--- src/rtl/iobus_clk_pkg.sv ---
package iobus_clk_pkg;
  localparam int unsigned REG_W   = 32;
  localparam int unsigned AS_LSB  = 26;
  localparam int unsigned AS_W    = 6;
  localparam int unsigned WS_LSB  = 8;
  localparam int unsigned WS_W    = 3;
  localparam int unsigned EN_BIT  = 7;
  localparam int unsigned DIV_LSB = 0;
  localparam int unsigned DIV_W   = 5;
  localparam logic [DIV_W-1:0] DIV_RST = '1;

  typedef struct packed {
    logic [AS_W-1:0]  addr_space;
    logic [WS_W-1:0]  wait_st;
    logic             bus_en;
    logic [DIV_W-1:0] div;
  } ctl_t;

  function automatic logic [REG_W-1:0] ctl_pack(ctl_t c);
    logic [REG_W-1:0] r;
    r = '0;
    r[AS_LSB +: AS_W]   = c.addr_space;
    r[WS_LSB +: WS_W]   = c.wait_st;
    r[EN_BIT]           = c.bus_en;
    r[DIV_LSB +: DIV_W] = c.div;
    return r;
  endfunction

  function automatic ctl_t ctl_unpack(logic [REG_W-1:0] r);
    ctl_t c;
    c.addr_space = r[AS_LSB +: AS_W];
    c.wait_st    = r[WS_LSB +: WS_W];
    c.bus_en     = r[EN_BIT];
    c.div        = r[DIV_LSB +: DIV_W];
    return c;
  endfunction
endpackage

--- src/rtl/iobus_ctl_reg.sv ---
module iobus_ctl_reg
  import iobus_clk_pkg::*;
(
  input  logic             clk_i,
  input  logic             rst_ni,
  input  logic             wr_en_i,
  input  logic [REG_W-1:0] wdata_i,
  input  logic             rd_en_i,
  output logic [REG_W-1:0] rdata_o,
  output ctl_t             ctl_o
);
  ctl_t             ctl_q;
  logic [REG_W-1:0] rdata_q;
  logic             unused_wbits;

  // reserved write bits are dropped
  assign unused_wbits = ^{wdata_i[AS_LSB-1:WS_LSB+WS_W], wdata_i[EN_BIT-1:DIV_LSB+DIV_W]};

  always_ff @(posedge clk_i or negedge rst_ni) begin
    if (!rst_ni) begin
      ctl_q.addr_space <= '0;
      ctl_q.wait_st    <= '0;
      ctl_q.bus_en     <= 1'b0;
      ctl_q.div        <= DIV_RST;
    end else if (wr_en_i) begin
      ctl_q <= ctl_unpack(wdata_i);
    end
  end

  always_ff @(posedge clk_i or negedge rst_ni) begin
    if (!rst_ni)      rdata_q <= '0;
    else if (rd_en_i) rdata_q <= ctl_pack(ctl_q);
  end

  assign rdata_o = rdata_q;
  assign ctl_o   = ctl_q;
endmodule

--- src/rtl/iobus_strap_latch.sv ---
module iobus_strap_latch (
  input  logic clk_i,
  input  logic rst_ni,
  input  logic strap_i,
  output logic int_sel_o
);
  logic booted_q, sel_q;

  always_ff @(posedge clk_i or negedge rst_ni) begin
    if (!rst_ni) begin
      booted_q <= 1'b0;
      sel_q    <= 1'b0;
    end else if (!booted_q) begin
      booted_q <= 1'b1;
      sel_q    <= strap_i;
    end
  end

  assign int_sel_o = sel_q;
endmodule

--- src/rtl/iobus_clk_div.sv ---
module iobus_clk_div #(
  parameter int unsigned DIV_W = 5
) (
  input  logic             clk_i,
  input  logic             rst_ni,
  input  logic             run_i,
  input  logic [DIV_W-1:0] div_i,
  output logic             clk_o,
  output logic             err_o
);
  localparam int unsigned HW = DIV_W + 1;

  logic [DIV_W-1:0] cnt_q, act_q, cnt_nxt, div_eff;
  logic [HW-1:0]    half;
  logic             run_q, clk_q;

  assign err_o   = (div_i == '0);
  assign div_eff = err_o ? DIV_W'(1) : div_i;
  assign half    = ({1'b0, act_q} + HW'(1)) >> 1;
  assign cnt_nxt = cnt_q + DIV_W'(1);

  always_ff @(posedge clk_i or negedge rst_ni) begin
    if (!rst_ni) begin
      cnt_q <= '0;
      act_q <= '1;
      run_q <= 1'b0;
      clk_q <= 1'b0;
    end else begin
      run_q <= run_i;
      if (!run_i) begin
        cnt_q <= '0;
        clk_q <= 1'b0;
      end else if (!run_q || cnt_q == act_q) begin
        // period boundary: reload setting, start high phase
        cnt_q <= '0;
        act_q <= div_eff;
        clk_q <= 1'b1;
      end else begin
        cnt_q <= cnt_nxt;
        clk_q <= ({1'b0, cnt_nxt} < half);
      end
    end
  end

  assign clk_o = clk_q;
endmodule

--- src/rtl/iobus_clk_gen.sv ---
module iobus_clk_gen
  import iobus_clk_pkg::*;
(
  input  logic             clk_i,
  input  logic             rst_ni,
  input  logic             strap_int_clk_i,
  input  logic             ext_clk_i,
  input  logic             wr_en_i,
  input  logic [REG_W-1:0] wdata_i,
  input  logic             rd_en_i,
  output logic [REG_W-1:0] rdata_o,
  output logic             bus_clk_o,
  output logic             bus_clk_oe_o,
  output logic             bus_en_o,
  output logic [WS_W-1:0]  wait_states_o,
  output logic [AS_W-1:0]  addr_space_o,
  output logic             div_err_o
);
  ctl_t ctl;
  logic int_sel, div_clk;

  iobus_ctl_reg u_reg (
    .clk_i   (clk_i),
    .rst_ni  (rst_ni),
    .wr_en_i (wr_en_i),
    .wdata_i (wdata_i),
    .rd_en_i (rd_en_i),
    .rdata_o (rdata_o),
    .ctl_o   (ctl)
  );

  iobus_strap_latch u_strap (
    .clk_i     (clk_i),
    .rst_ni    (rst_ni),
    .strap_i   (strap_int_clk_i),
    .int_sel_o (int_sel)
  );

  iobus_clk_div #(.DIV_W(DIV_W)) u_div (
    .clk_i  (clk_i),
    .rst_ni (rst_ni),
    .run_i  (ctl.bus_en & int_sel),
    .div_i  (ctl.div),
    .clk_o  (div_clk),
    .err_o  (div_err_o)
  );

  assign bus_clk_o     = int_sel ? div_clk : ext_clk_i;
  assign bus_clk_oe_o  = int_sel;
  assign bus_en_o      = ctl.bus_en;
  assign wait_states_o = ctl.wait_st;
  assign addr_space_o  = ctl.addr_space;
endmodule

--- config.mk ---
export PLATFORM = sky130hd
export DESIGN_NAME = iobus_clk_gen
export DESIGN_NICKNAME = d
export VERILOG_FILES = /design/src/rtl/iobus_clk_pkg.sv /design/src/rtl/iobus_ctl_reg.sv /design/src/rtl/iobus_strap_latch.sv /design/src/rtl/iobus_clk_div.sv /design/src/rtl/iobus_clk_gen.sv
export SDC_FILE = /design/constraint.sdc
export NUM_CORES = 1
export LEC_CHECK = 0
export ABC_AREA = 1
export CAP_MARGIN = 20
export CORE_MARGIN = 4
export CORE_UTILIZATION = 37
export CTS_CLUSTER_DIAMETER = 80
export DETAILED_ROUTE_END_ITERATION = 16
export HOLD_SLACK_MARGIN = 0.03
export PLACE_DENSITY = 0.72
export SLEW_MARGIN = 20
export SYNTH_ARGS = -nofsm -noshare
export SYNTH_HDL_FRONTEND = slang
export SYNTH_HIERARCHICAL = 1
export SYNTH_SLANG_ARGS = --single-unit
--- constraint.sdc ---
create_clock -name clk_i -period 3.2 [get_ports clk_i]
set_input_delay 0.64 -clock clk_i [delete_from_list [all_inputs] [get_ports clk_i]]
set_output_delay 0.64 -clock clk_i [all_outputs]
set_load 0.02 [all_outputs]
==> out/summary.txt <==
status - complete, no violations
Pwr per Cell Area - 534 nW/um^2
total internal power - 1020 uW
Post-synth top flop - dfrtp_1
Clk pwr share - 28.6%
Slew @ Worst Pin - 0.952 ns
asr flop ratio synth - 100%
pin count of the biggest net entering global routing - 45
worst r2r dst - u_div/clk_o
Final Max Tran Viols - 0
Die H - 85.0 um
Worst setup EP type - output pin
Leak - 0.00138 uW
Fillers - 537
Vias - 1649
post-synth top area cell - dfrtp_1
die width - 85.0 um
Post-CTS Setup Inserts - 0
Setup crit start - ext_clk_i
HPWL Detailed - 3300 um
Nets - 347
Seq/Total Area, Yosys - 50.8%
RSZ-0062 raised after global routing - no
Worst setup SP type - input pin
# DRC - 0
Clock Latency Late Sink - 0.29 ns
routability cong. - 0.764
Pwr Total - 1460 uW
Final Hold Fails - 0
Longest Clk Path Bufs - 2
Hold Crit Class - flop to flop
Net Sw Frac - 30.2%
GRT Overall Usage - 12.9%
total gr overflow - 0
CORE AREA - 5640 sq um
IO Count - 83
CTS tree - built
logic gate share of total power - 23.7%
global-route wire length before repair - 7450 um
most frequent cells after synthesis - 116 x nand2_1, 34 x dfrtp_1, 18 x buf_4, 18 x inv_1
sequential fraction of design power - 47.7%
FF-to-FF Start - u_div/cnt_q[0]
final setup violation count - 0
TritonCTS Buffers - 5
Tcrit/Tclk final - 75.9%
CP Data Required Time - 2.56 ns
sw power - 440 uW
Post-synth EDFFs - 0
vias in the first global route - 1607
worst setup path class - input pin to output pin
FF-to-FF path depth - 10
Post-Syn Area - 2190 sq um
htree depth - 2
Synth Register Bits - 44
Mapped Cells - 254
Clk Tree Root Cell - clkbuf_8
Mapped Avg Cell Area - 8.63 sq um
Final ANT Viol Nets - 0
vias per inst - 4.39
Area contributors post-synth - dfrtp_1 39%, nand2_1 20%, dfstp_2 12%
Crit Path Max Fanout - 1
R2R setup slack - 1.35 ns
Clock Sinks - 44
Final min period - 2.43 ns
final WL - 4420 um
final setup TNS - 0 ns
relative slew slack - 36.6%
Antenna Cells - 0
most common cell in the netlist - nand2_1
initial core utilization - 38.9%
Final Skew - 0.00481 ns
VDD IR max - 285 uV
layout cells sized above 1 - 10.9%
DRT Pass-1 Iters - 5
initial DRC count - 47
Clock transition at path regs - 0.08 ns
Max Cap Viol - 0
Worst EP arrival - 1.79 ns
Layout area overhead - 24.5%
Port Buffers - 48
Max Clk Rate - 0.412 GHz
DIE AREA - 7220 sq um
initial antenna violation count - 0
row count - 27
top cell type's share of synthesized area - 38.8%
wire per inst - 11.7 um
crit path capture - bus_clk_o
warnings from Yosys - 6
hold buffers post-CTS - 0
post_cts resized - 0
Yosys cell types - 26
per-layer routing:
layer | vias to the layer above | track usage (%) | share of wire [%]
met4 | 0 | 4.60 | 1.2
met1 | 772 | 15.9 | 44
met5 | - | 0 | 0
met3 | 5 | 4.56 | 6.2
met2 | 39 | 20.9 | 49
li1 | 833 | - | -
power groups by stage:
stage               Combinational, uW  Clock, uW  Sequential [uW]
floorplan                         191          0              734
global placement                  337          0              703
detailed placement                346          0              704
CTS                               350        428              696
global route                      385        448              709
finish                            345        417              695
through the flow:
stage                     hold WS [ns]  std cells  setup WS [ns]  utilization [%]  area [sq um]
after detailed placement         0.458        368          0.763             46.5          2620
final                            0.474        376          0.770             48.4          2730
after global routing             0.516        376          0.700             48.4          2730
after floorplan                  0.344        270           1.53                -          2250
after global placement           0.454        368          0.773             46.5          2620
after CTS                        0.477        376          0.757             48.4          2730
sequential cells by signal (all words and copies together), names as in the netlist:
name               count
u_reg/ctl_o           15
u_reg/rdata_o         15
u_div/act_q            5
u_div/cnt_q            5
u_div/clk_o            1
u_div/run_q            1
u_strap/booted_q       1
u_strap/int_sel_o      1
worst max-delay path, stage by stage:
cell and delay [ns]:
clkdlybuf4s50_1 0.45, nand2_1 0.05, nand2_1 0.05, clkdlybuf4s50_1 0.60
layout by cell type, fill, tap and decap left out, types with 2 or more instances in the layout:
master,n
inv_1,18
clkbuf_8,5
conb_1,18
dfstp_2,10
xnor2_1,3
nand2_2,6
nand3_1,10
ha_1,6
nand2_4,2
a21oi_1,2
nand2_1,116
buf_4,2
clkdlybuf4s50_1,47
xor2_1,4
nor2_1,7
dfrtp_1,34
worst min path at each step:
stage	start	to	slack, ns	depth (start not counted)
CTS	u_reg/rdata_o[10]	u_reg/rdata_o[10]	0.48	2
global placement	u_strap/booted_q	u_strap/int_sel_o	0.45	2
finish	u_reg/rdata_o[10]	u_reg/rdata_o[10]	0.47	2
global route	u_reg/ctl_o[6]	u_reg/rdata_o[8]	0.52	2
floorplan	rst_ni	u_div/clk_o	0.34	0
detailed placement	u_reg/rdata_o[10]	u_reg/rdata_o[10]	0.46	2
final cells by class:
type	instances	area (sq um)	share of cell area (%)
clock buffer	6	72.6	2.66
tap	72	90.1	3.30
multi-input combinational	182	845	30.9
sequential	44	1110	40.8
timing repair buffer	50	490	18.0
clock inverter	2	35.0	1.28
inverter	20	82.6	3.03
kinds of logic after synthesis:
group | count (synthesis) | synth area share (%)
buf+inv | 44 | 13.4
compound gates | 5 | 1.54
xor+xnor | 7 | 2.80
flops | 44 | 50.8
simple gates | 146 | 27.7
other cells | 2 | 0.343
fa+ha+maj | 6 | 3.42
Power figures use the tool's default switching activity.
